**config.mk**
```make
export PLATFORM = sky130hd
export DESIGN_NAME = rcordic_rot
export DESIGN_NICKNAME = d
export VERILOG_FILES = /design/src/rtl/rcordic_pkg.sv /design/src/rtl/rcordic_dirgen.sv /design/src/rtl/rcordic_csa_step.sv /design/src/rtl/rcordic_resolve.sv /design/src/rtl/rcordic_rot.sv
export SDC_FILE = /design/constraint.sdc
export NUM_CORES = 1
export LEC_CHECK = 0
export ABC_AREA = 1
export BUFFER_PORTS_ARGS = -buffer_cell sky130_fd_sc_hd__buf_2
export CORE_MARGIN = 2
export CORE_UTILIZATION = 65
export CTS_CLUSTER_DIAMETER = 100
export DETAILED_ROUTE_END_ITERATION = 7
export GPL_ROUTABILITY_DRIVEN = 1
export PLACE_DENSITY = 0.83
export SLEW_MARGIN = 5
export SYNTH_ARGS = -nofsm -noshare
export SYNTH_HDL_FRONTEND = slang
export SYNTH_SLANG_ARGS = --single-unit
```
**constraint.sdc**
```tcl
create_clock -name clk -period 47.6 [get_ports clk]
set_clock_uncertainty 0.2 [all_clocks]
set_input_delay 9.52 -clock clk [delete_from_list [all_inputs] [get_ports clk]]
set_output_delay 9.52 -clock clk [all_outputs]
set_load 0.01 [all_outputs]
```
**src/rtl/rcordic_pkg.sv**
```systemverilog
package rcordic_pkg;

  typedef enum logic [1:0] {
    ST_IDLE,
    ST_ROT,
    ST_FIN,
    ST_HOLD
  } rot_state_e;

  // Shift amount used by micro-rotation number pos; index rep occurs twice.
  function automatic int step_shift(input int pos, input int rep);
    return (pos > rep) ? pos - 1 : pos;
  endfunction

  // arctan(2^-sh) in fixed point with frac fraction bits, rounded.
  function automatic longint angle_word(input int sh, input int frac);
    real a;
    a = $atan(1.0 / (2.0 ** sh));
    return longint'(a * (2.0 ** frac));
  endfunction

endpackage

```
**src/rtl/rcordic_dirgen.sv**
```systemverilog
module rcordic_dirgen
  import rcordic_pkg::*;
#(
  parameter int W      = 16,
  parameter int ZGUARD = 8,
  parameter int STEPS  = W + 2,
  parameter int REP    = 3,
  localparam int ZW    = W + ZGUARD,
  localparam int ZF    = W - 2 + ZGUARD
) (
  input  logic signed [W-1:0]  angle,
  output logic [STEPS-1:0]     dir,
  output logic signed [ZW-1:0] resid
);

  logic signed [ZW-1:0] atab [STEPS];

  for (genvar p = 0; p < STEPS; p++) begin : g_tab
    localparam logic signed [ZW-1:0] AW = ZW'(angle_word(step_shift(p, REP), ZF));
    assign atab[p] = AW;
  end

  // Greedy non-restoring decomposition of the angle, all steps in one pass.
  logic signed [ZW-1:0] zacc;
  always_comb begin
    zacc = {angle, {ZGUARD{1'b0}}};
    for (int p = 0; p < STEPS; p++) begin
      dir[p] = ~zacc[ZW-1];
      if (dir[p]) zacc = zacc - atab[p];
      else        zacc = zacc + atab[p];
    end
    resid = zacc;
  end

endmodule

```
**src/rtl/rcordic_csa_step.sv**
```systemverilog
module rcordic_csa_step #(
  parameter int M   = 26,
  parameter int SHW = 5
) (
  input  logic [M-1:0]   acc_s,
  input  logic [M-1:0]   acc_c,
  input  logic [M-1:0]   op_s,
  input  logic [M-1:0]   op_c,
  input  logic [SHW-1:0] sh,
  input  logic           sub,
  output logic [M-1:0]   res_s,
  output logic [M-1:0]   res_c
);

  // Remove a hidden 2^M wrap between the two vectors so each can be
  // shifted arithmetically on its own (value is kept below 2^(M-2)).
  logic signed [M-1:0] fs, fc;
  always_comb begin
    fs = op_s;
    fc = op_c;
    if (op_s[M-1:M-2] == 2'b01 && op_c[M-1:M-2] == 2'b01) begin
      fs[M-1] = 1'b1;
      fc[M-1] = 1'b1;
    end else if (op_s[M-1:M-2] == 2'b10 && op_c[M-1:M-2] == 2'b10) begin
      fs[M-1] = 1'b0;
      fc[M-1] = 1'b0;
    end
  end

  logic signed [M-1:0] ts, tc;
  logic [M-1:0] ps, pc;
  assign ts = fs >>> sh;
  assign tc = fc >>> sh;
  assign ps = sub ? ~ts : ts;
  assign pc = sub ? ~tc : tc;

  // Two 3:2 layers; the freed carry LSBs carry the +2 of the negation.
  logic [M-1:0] s1;
  logic [M-2:0] maj1, maj2;
  logic [M-1:0] k1;
  assign s1   = acc_s ^ acc_c ^ ps;
  assign maj1 = (acc_s[M-2:0] & acc_c[M-2:0]) | (acc_s[M-2:0] & ps[M-2:0]) |
                (acc_c[M-2:0] & ps[M-2:0]);
  assign k1   = {maj1, sub};
  assign res_s = s1 ^ k1 ^ pc;
  assign maj2 = (s1[M-2:0] & k1[M-2:0]) | (s1[M-2:0] & pc[M-2:0]) |
                (k1[M-2:0] & pc[M-2:0]);
  assign res_c = {maj2, sub};

endmodule

```
**src/rtl/rcordic_resolve.sv**
```systemverilog
module rcordic_resolve #(
  parameter int M = 26,
  parameter int W = 16,
  parameter int G = 8
) (
  input  logic [M-1:0]        sum_v,
  input  logic [M-1:0]        car_v,
  output logic signed [W-1:0] value,
  output logic                spill
);

  logic [M-1:0] total;
  logic         unused_round;

  assign total = sum_v + car_v + (M'(1) << (G - 1));
  assign value = total[G+W-1:G];
  assign spill = !((&total[M-1:G+W-1]) || !(|total[M-1:G+W-1]));
  assign unused_round = ^total[G-1:0];

endmodule

```
**src/rtl/rcordic_rot.sv**
```systemverilog
module rcordic_rot
  import rcordic_pkg::*;
#(
  parameter int W         = 16,
  parameter int GUARD     = 8,
  parameter int ZGUARD    = 8,
  parameter int REPEAT_AT = 3
) (
  input  logic                clk,
  input  logic                rst_n,
  input  logic                in_valid,
  output logic                in_ready,
  input  logic signed [W-1:0] in_x,
  input  logic signed [W-1:0] in_y,
  input  logic signed [W-1:0] in_z,
  output logic                out_valid,
  input  logic                out_ready,
  output logic signed [W-1:0] out_x,
  output logic signed [W-1:0] out_y
);

  localparam int NSHIFT = W + 1;
  localparam int STEPS  = NSHIFT + 1;
  localparam int M      = W + GUARD + 2;
  localparam int SHW    = $clog2(NSHIFT + 1);
  localparam int CW     = $clog2(STEPS + 1);
  localparam int ZW     = W + ZGUARD;
  localparam int LW     = $clog2(STEPS + 3) + 1;

  rot_state_e state_q;
  logic [CW-1:0]    pos_q;
  logic [STEPS-1:0] dir_q, dir_pre;
  logic [M-1:0]     xs_q, xc_q, ys_q, yc_q;
  logic [M-1:0]     xs_n, xc_n, ys_n, yc_n;
  logic signed [W-1:0] rx, ry, ox_q, oy_q;
  logic ovf_x, ovf_y;
  logic signed [ZW-1:0] z_resid;
  logic [SHW-1:0] sh_cur;

  rcordic_dirgen #(.W(W), .ZGUARD(ZGUARD), .STEPS(STEPS), .REP(REPEAT_AT)) u_dirs (
    .angle(in_z), .dir(dir_pre), .resid(z_resid)
  );

  assign sh_cur = (int'(pos_q) > REPEAT_AT) ? SHW'(int'(pos_q) - 1) : SHW'(pos_q);

  rcordic_csa_step #(.M(M), .SHW(SHW)) u_xstep (
    .acc_s(xs_q), .acc_c(xc_q), .op_s(ys_q), .op_c(yc_q),
    .sh(sh_cur), .sub(dir_q[0]), .res_s(xs_n), .res_c(xc_n)
  );

  rcordic_csa_step #(.M(M), .SHW(SHW)) u_ystep (
    .acc_s(ys_q), .acc_c(yc_q), .op_s(xs_q), .op_c(xc_q),
    .sh(sh_cur), .sub(~dir_q[0]), .res_s(ys_n), .res_c(yc_n)
  );

  rcordic_resolve #(.M(M), .W(W), .G(GUARD)) u_xres (
    .sum_v(xs_q), .car_v(xc_q), .value(rx), .spill(ovf_x)
  );

  rcordic_resolve #(.M(M), .W(W), .G(GUARD)) u_yres (
    .sum_v(ys_q), .car_v(yc_q), .value(ry), .spill(ovf_y)
  );

  assign in_ready  = (state_q == ST_IDLE);
  assign out_valid = (state_q == ST_HOLD);
  assign out_x     = ox_q;
  assign out_y     = oy_q;

  always_ff @(posedge clk) begin
    if (!rst_n) begin
      state_q <= ST_IDLE;
      pos_q   <= '0;
      dir_q   <= '0;
      xs_q    <= '0;
      xc_q    <= '0;
      ys_q    <= '0;
      yc_q    <= '0;
      ox_q    <= '0;
      oy_q    <= '0;
    end else begin
      case (state_q)
        ST_IDLE: if (in_valid) begin
          xs_q    <= {{2{in_x[W-1]}}, in_x, {GUARD{1'b0}}};
          ys_q    <= {{2{in_y[W-1]}}, in_y, {GUARD{1'b0}}};
          xc_q    <= '0;
          yc_q    <= '0;
          dir_q   <= dir_pre;
          pos_q   <= '0;
          state_q <= ST_ROT;
        end
        ST_ROT: begin
          xs_q  <= xs_n;
          xc_q  <= xc_n;
          ys_q  <= ys_n;
          yc_q  <= yc_n;
          dir_q <= dir_q >> 1;
          pos_q <= pos_q + 1'b1;
          if (int'(pos_q) == STEPS - 1) state_q <= ST_FIN;
        end
        ST_FIN: begin
          ox_q    <= rx;
          oy_q    <= ry;
          state_q <= ST_HOLD;
        end
        default: if (out_ready) state_q <= ST_IDLE;
      endcase
    end
  end

  // ---------------- assertions ----------------
  localparam int HALF_PI_Q = int'(1.5707963267948966 * (2.0 ** (W - 2)));
  localparam logic signed [ZW-1:0] RESID_MAX =
    ZW'(angle_word(NSHIFT - 1, W - 2 + ZGUARD) + 64'sd1);

  logic [LW-1:0] lat_q;
  always_ff @(posedge clk) begin
    if (!rst_n)                    lat_q <= '0;
    else if (in_valid && in_ready) lat_q <= '0;
    else if (!out_valid && !(&lat_q)) lat_q <= lat_q + 1'b1;
  end

  logic z_in_range;
  assign z_in_range = (int'(in_z) <= HALF_PI_Q) && (int'(in_z) >= -HALF_PI_Q);


  accept_busy_chk: assert property (@(posedge clk) disable iff (!rst_n)
    (in_valid && in_ready) |=> !in_ready);


  hold_chk: assert property (@(posedge clk) disable iff (!rst_n)
    (out_valid && !out_ready) |=> (out_valid && $stable(out_x) && $stable(out_y)));


  latency_chk: assert property (@(posedge clk) disable iff (!rst_n)
    $rose(out_valid) |-> (lat_q == LW'(STEPS + 1)));


  resid_chk: assert property (@(posedge clk) disable iff (!rst_n)
    (in_valid && in_ready && z_in_range) |-> (z_resid <= RESID_MAX && z_resid >= -RESID_MAX));


  no_overflow_chk: assert property (@(posedge clk) disable iff (!rst_n)
    (state_q == ST_FIN) |-> !(ovf_x || ovf_y));

endmodule

```
==> metrics, run 1 <==
routability cong. 1.03; Via density 5.68; main flop type after synthesis dfxtp_1; CP delay by family, top compound AO/OA/AOI/OAI gates; CP Launch Type input pin; Port Buffers 85; worst hold path cell count 2; syn_nets 4,863; reg-to-reg endpoint xs_q[5]$_SDFFE_PN0P_; M3 GR Usage 0.0444; syn_area_per_cell 6.56 um2; pin count of the biggest net entering global routing 102; Routed WL 75,600 um; synth warn 0; Worst Hold Launch out_x[12]$_SDFFE_PN0P_; Routed Antenna Nets 0; async set-or-reset flop fraction in the synthesized netlist 0; synthesized instance count 4,341; grt met1 use 0.471; Final period util 0.908; Area contributors post-synth ha_1, nand2_1, dfxtp_1; Worst EP arrival 43,330 ps; die height 213 um; setup_tns 0 ps; RSZ-0062 raised after global routing no; clk buf depth 2; most frequent cell after synthesis nand2_1; DIE WIDTH 213 um; fill count 3,962; DR vias 27,849; maxcap violations 0; DR iter-0 viols 2,668; vias in the first global route 25,204; cell taking the most area after synthesis ha_1; count of flip-flops with a built-in enable after synthesis 0; Worst Hold End out_x[12]$_SDFFE_PN0P_; Largest stage delay, worst path 810 ps; R2R setup slack 41,910 ps; CTS Root Cell clkbuf_16; CP dominant cell by count nand2_1; clock latency at the later pin of the worst-skew pair 470 ps; Relative slew margins 0.202; top-area cell type share of the netlist area 0.159; diode count 0; Final setup viols 0; IO Pins 86; cts bufs inserted 17; max-slew violations 0; Final Critical Period 43,210 ps; Avg WL per Cell 15.4 um; clock transition at the registers of the reported paths 70 ps; first-pass GRT wire length 123,000 um; FF-to-FF path depth 17; status completed; total die area 45,500 um2; DRC Markers 0; 1st-pass router iterations 6; Final Hold Vio Count 0; gr busiest metal met2; post-synthesis register bit count 161; CP Data Required Time 47,730 ps; initial antenna violation count 0; Initial Util 0.660; Worst Path Buf+Inv 28; core area 43,200 um2; CTS Hold Bufs 0; Worst setup EP type flip-flop; global route total overflow 0; Post-synth top cells nand2_1, inv_1, a21oi_1; fmax 23.1 MHz; Area growth syn-to-layout 4.25%; H-tree levels 4; sequential fraction of the synthesis area 0.113; Cell Area, Synth 28,500 um2; Final #Nets 4,825; CTS tree built; Max Fanout on Critical Path 18; Worst Tran Pin Value 1190 ps; RR Startpoint pos_q[0]$_SDFFE_PN0P_; CP max-delay cell o21bai_1; GRT Total Usage 0.333; count of cell types in the netlist 61; hpwl dp 60,300 um; clock sinks 161; GR Util met2 0.522; WS Path Type in2reg; Site Rows 76; share of layout cells above drive strength 1 0.0644; Hold WC Path Type reg2reg
cell families (layout without fill, tap and decap cells):
kind of cell / after synthesis / count (layout) / share of synthesized area
simple gates: 1453 / 1453 / 0.208
compound gates: 1102 / 1102 / 0.220
buf+inv: 788 / 763 / 0.109
fa+ha+maj: 470 / 470 / 0.235
xor+xnor: 358 / 358 / 0.111
flops: 161 / 161 / 0.113
mux: 9 / 9 / 0.00316
placed cells by master, fill, tap and decap left out, drive strengths merged, types with 17 or more instances in the layout:
cell,Yosys,layout
o21bai,17,17
nor2,195,195
a21o,20,20
nor3,23,23
nand2,1070,1070
clkbuf,96,18
buf,68,107
nand4,20,20
a21oi,375,375
o21ai,479,479
fa,109,109
xnor2,96,96
o22ai,30,30
inv,621,629
o211ai,55,55
dfxtp,161,161
a31oi,65,65
xor2,262,262
nand3,122,122
ha,361,361
per-stage QoR:
step	util	setup slack, ps	area, um2	instances	hold WS, ps
2_1_floorplan	-	6080	28500	4341	245
3_3_place_gp	0.674	5160	29100	4869	258
3_5_place_dp	0.674	3940	29100	4869	261
4_1_cts	0.688	4340	29700	4901	279
5_1_grt	0.688	213	29700	4901	298
6_report	0.688	4390	29700	4901	278
how the worst max path moves through the flow:
| stage | from | to | slack [ps] | depth (start not counted) |
|---|---|---|---|---|
| after floorplan | in_z[2] | dir_q[17]$_SDFFE_PN0P_ | 6080 | 214 |
| after global placement | in_z[15] | dir_q[17]$_SDFFE_PN0P_ | 5160 | 206 |
| after detailed placement | in_z[15] | dir_q[17]$_SDFFE_PN0P_ | 3940 | 210 |
| after CTS | in_z[15] | dir_q[17]$_SDFFE_PN0P_ | 4340 | 210 |
| after global routing | in_z[15] | dir_q[17]$_SDFFE_PN0P_ | 210 | 210 |
| final | in_z[15] | dir_q[17]$_SDFFE_PN0P_ | 4390 | 210 |
cell type report:
type	instances	area, um2	area share
clock buffer	18	439	0.0148
clock inverter	14	149	0.00501
inverter	624	2340	0.0790
multi-input combinational	3392	22200	0.748
sequential	161	3230	0.109
tap	585	732	0.0246
timing repair buffer	107	591	0.0199
flip-flops by register name (all words and copies together), names as in the netlist:
register,cells
yc_q,26
xs_q,26
state_q,2
dir_q,18
out_x,16
ys_q,26
xc_q,26
out_y,16
pos_q,5
tightest hold or removal path: stages, from the launching register on:
cell      delay, ps
dfxtp_1         320
o211ai_1         80
inv_1            50
metal layers:
| layer | share of wire | up-vias |
|---|---|---|
| met5 | 0 | - |
| met4 | 0.032 | 0 |
| met3 | 0.073 | 143 |
| met2 | 0.43 | 938 |
| met1 | 0.47 | 12606 |
| li1 | - | 14162 |
timing repair:
action / in CTS / in global routing
setup endpoints to repair: 0 / 1
setup buffers: 0 / 0
gates resized for setup: 0 / 1
Power of run 1 is left out: the tool's default activity adds up to more than one toggle a clock period on the data nets, which glitch-free logic cannot reach.
==> run 2, diff against run 1 <==
--- a/config.mk
+++ b/config.mk
@@ -16,4 +16,5 @@
 export SLEW_MARGIN = 5
 export SYNTH_ARGS = -nofsm -noshare
 export SYNTH_HDL_FRONTEND = slang
+export SYNTH_HIERARCHICAL = 1
 export SYNTH_SLANG_ARGS = --single-unit
==> constraint.sdc (replaced) <==
create_clock -name clk -period 47.8 [get_ports clk]
set_clock_uncertainty 0.2 [all_clocks]
set_input_delay 9.56 -clock clk [delete_from_list [all_inputs] [get_ports clk]]
set_output_delay 9.56 -clock clk [all_outputs]
set_load 0.01 [all_outputs]
==> metrics, run 2 <==
RR Startpoint pos_q[0]$_SDFFE_PN0P_; CTS Root Cell clkbuf_16; WS Path Type in2reg; syn_nets 5,583; max-slew violations 0; Avg WL per Cell 16.4 um; Final period util 0.844; Site Rows 80; Max Fanout on Critical Path 19; Worst Hold Launch dir_q[4]$_SDFFE_PN0P_; clock sinks 161; most common cell after layout, fill and taps aside nand2_1; met1 wire length 41,000 um; synthesized instance count 5,054; share of layout cells above drive strength 1 0.0462; vias in the first global route 30,622; CP Data Required Time 47,980 ps; clock latency at the later pin of the worst-skew pair 460 ps; worst hold path cell count 2; DRC Markers 0; fmax 24.8 MHz; pin count of the biggest net entering global routing 94; Setup WS post-layout 7470 ps; diode count 0; IO Pins 86; Worst EP arrival 40,510 ps; cts bufs inserted 17; uppermost layer routed met5; CP Launch Type input pin; Routed WL 92,200 um; Cell Area, Synth 31,000 um2; CP dominant cell by count nand2_1; synth warn 6; CP max-delay cell a21oi_1; R2R setup slack 41,590 ps; DR vias 33,426; setup_tns 0 ps; H-tree levels 4; Final setup viols 0; CTS Hold Bufs 0; core area 47,400 um2; Final Critical Period 40,330 ps; FF-to-FF path depth 20; 1st-pass router iterations 6; setup repair bufs after CTS 0; Relative slew margins 0.182; Hold WC Path Type reg2reg; reg-to-reg endpoint xs_q[10]$_SDFFE_PN0P_; worst slack, placed 7320 ps; maxcap violations 0; status completed; met3 wire length 7830 um; clk buf depth 2; fill count 4,518; metal2 WL 40,000 um; die height 222 um; Worst Tran Pin Value 1230 ps; GRT Total Usage 0.366; DIE WIDTH 222 um; Largest stage delay, worst path 940 ps; Area growth syn-to-layout 3.82%; commonest cells after routing, fill and taps aside nand2_1, inv_1, a21oi_1; Final #Nets 5,534; Worst setup EP type flip-flop; global route total overflow 0; Final Hold Vio Count 0; RSZ-0062 raised after global routing no; total die area 49,500 um2; clock transition at the registers of the reported paths 70 ps; CTS tree built; Initial Util 0.654; Via density 5.93; initial antenna violation count 2; hpwl dp 72,900 um; Worst Hold End dir_q[3]$_SDFFE_PN0P_; # resized after CTS 0; first-pass GRT wire length 151,000 um; DR iter-0 viols 3,550; syn_area_per_cell 6.14 um2; routability cong. 1.04; Port Buffers 85; Routed Antenna Nets 0
run 2: cell count changes in the layout (fill, tap and decap cells not counted), moves of 57 or more:
cell,before,now
nand2_1,1035,1645
inv_1,606,428
nand3_1,113,280
nor2_1,189,318
o21ai_1,222,132
o21ai_0,222,295
xor2_1,261,204
run 2: final cells by class:
cell class / count / area, um2 / area share
sequential: 161 / 3220 / 0.100
clock buffer: 19 / 443 / 0.0137
clock inverter: 13 / 124 / 0.00385
inverter: 451 / 1700 / 0.0528
tap: 615 / 769 / 0.0239
timing repair buffer: 111 / 621 / 0.0193
multi-input combinational: 4263 / 25300 / 0.786
run 2: through the flow:
stage	std cells	cell area (um2)	util	hold slack [ps]
final	5633	32200	0.679	269
after CTS	5633	32200	0.679	269
after floorplan	5054	31000	-	245
after detailed placement	5601	31600	0.667	264
after global placement	5601	31600	0.667	259
after global routing	5633	32200	0.679	283
run 2: worst max path at each step:
stage	start	endpoint	slack, ps	cells after the start
after floorplan	in_z[10]	dir_q[17]$_SDFFE_PN0P_	10560	144
after global placement	in_z[15]	dir_q[17]$_SDFFE_PN0P_	8410	144
after detailed placement	in_z[15]	dir_q[17]$_SDFFE_PN0P_	7320	144
after CTS	in_z[15]	dir_q[17]$_SDFFE_PN0P_	7740	144
after global routing	in_z[15]	dir_q[17]$_SDFFE_PN0P_	4080	143
final	in_z[15]	dir_q[17]$_SDFFE_PN0P_	7470	143
run 2: layer usage:
layer / GRT usage / vias to the layer above
li1: - / 16633
met1: 0.506 / 15109
met2: 0.584 / 1430
met3: 0.0514 / 250
met4: 0.124 / 4
met5: 0 / -
run 2: critical path, delay by kind of cell:
family | cells | cell delay (ps)
simple gates | 67 | 8200
compound gates | 44 | 10430
buf+inv | 16 | 5000
fa+ha+maj | 16 | 7240
Power of run 2 is left out for the same reason.
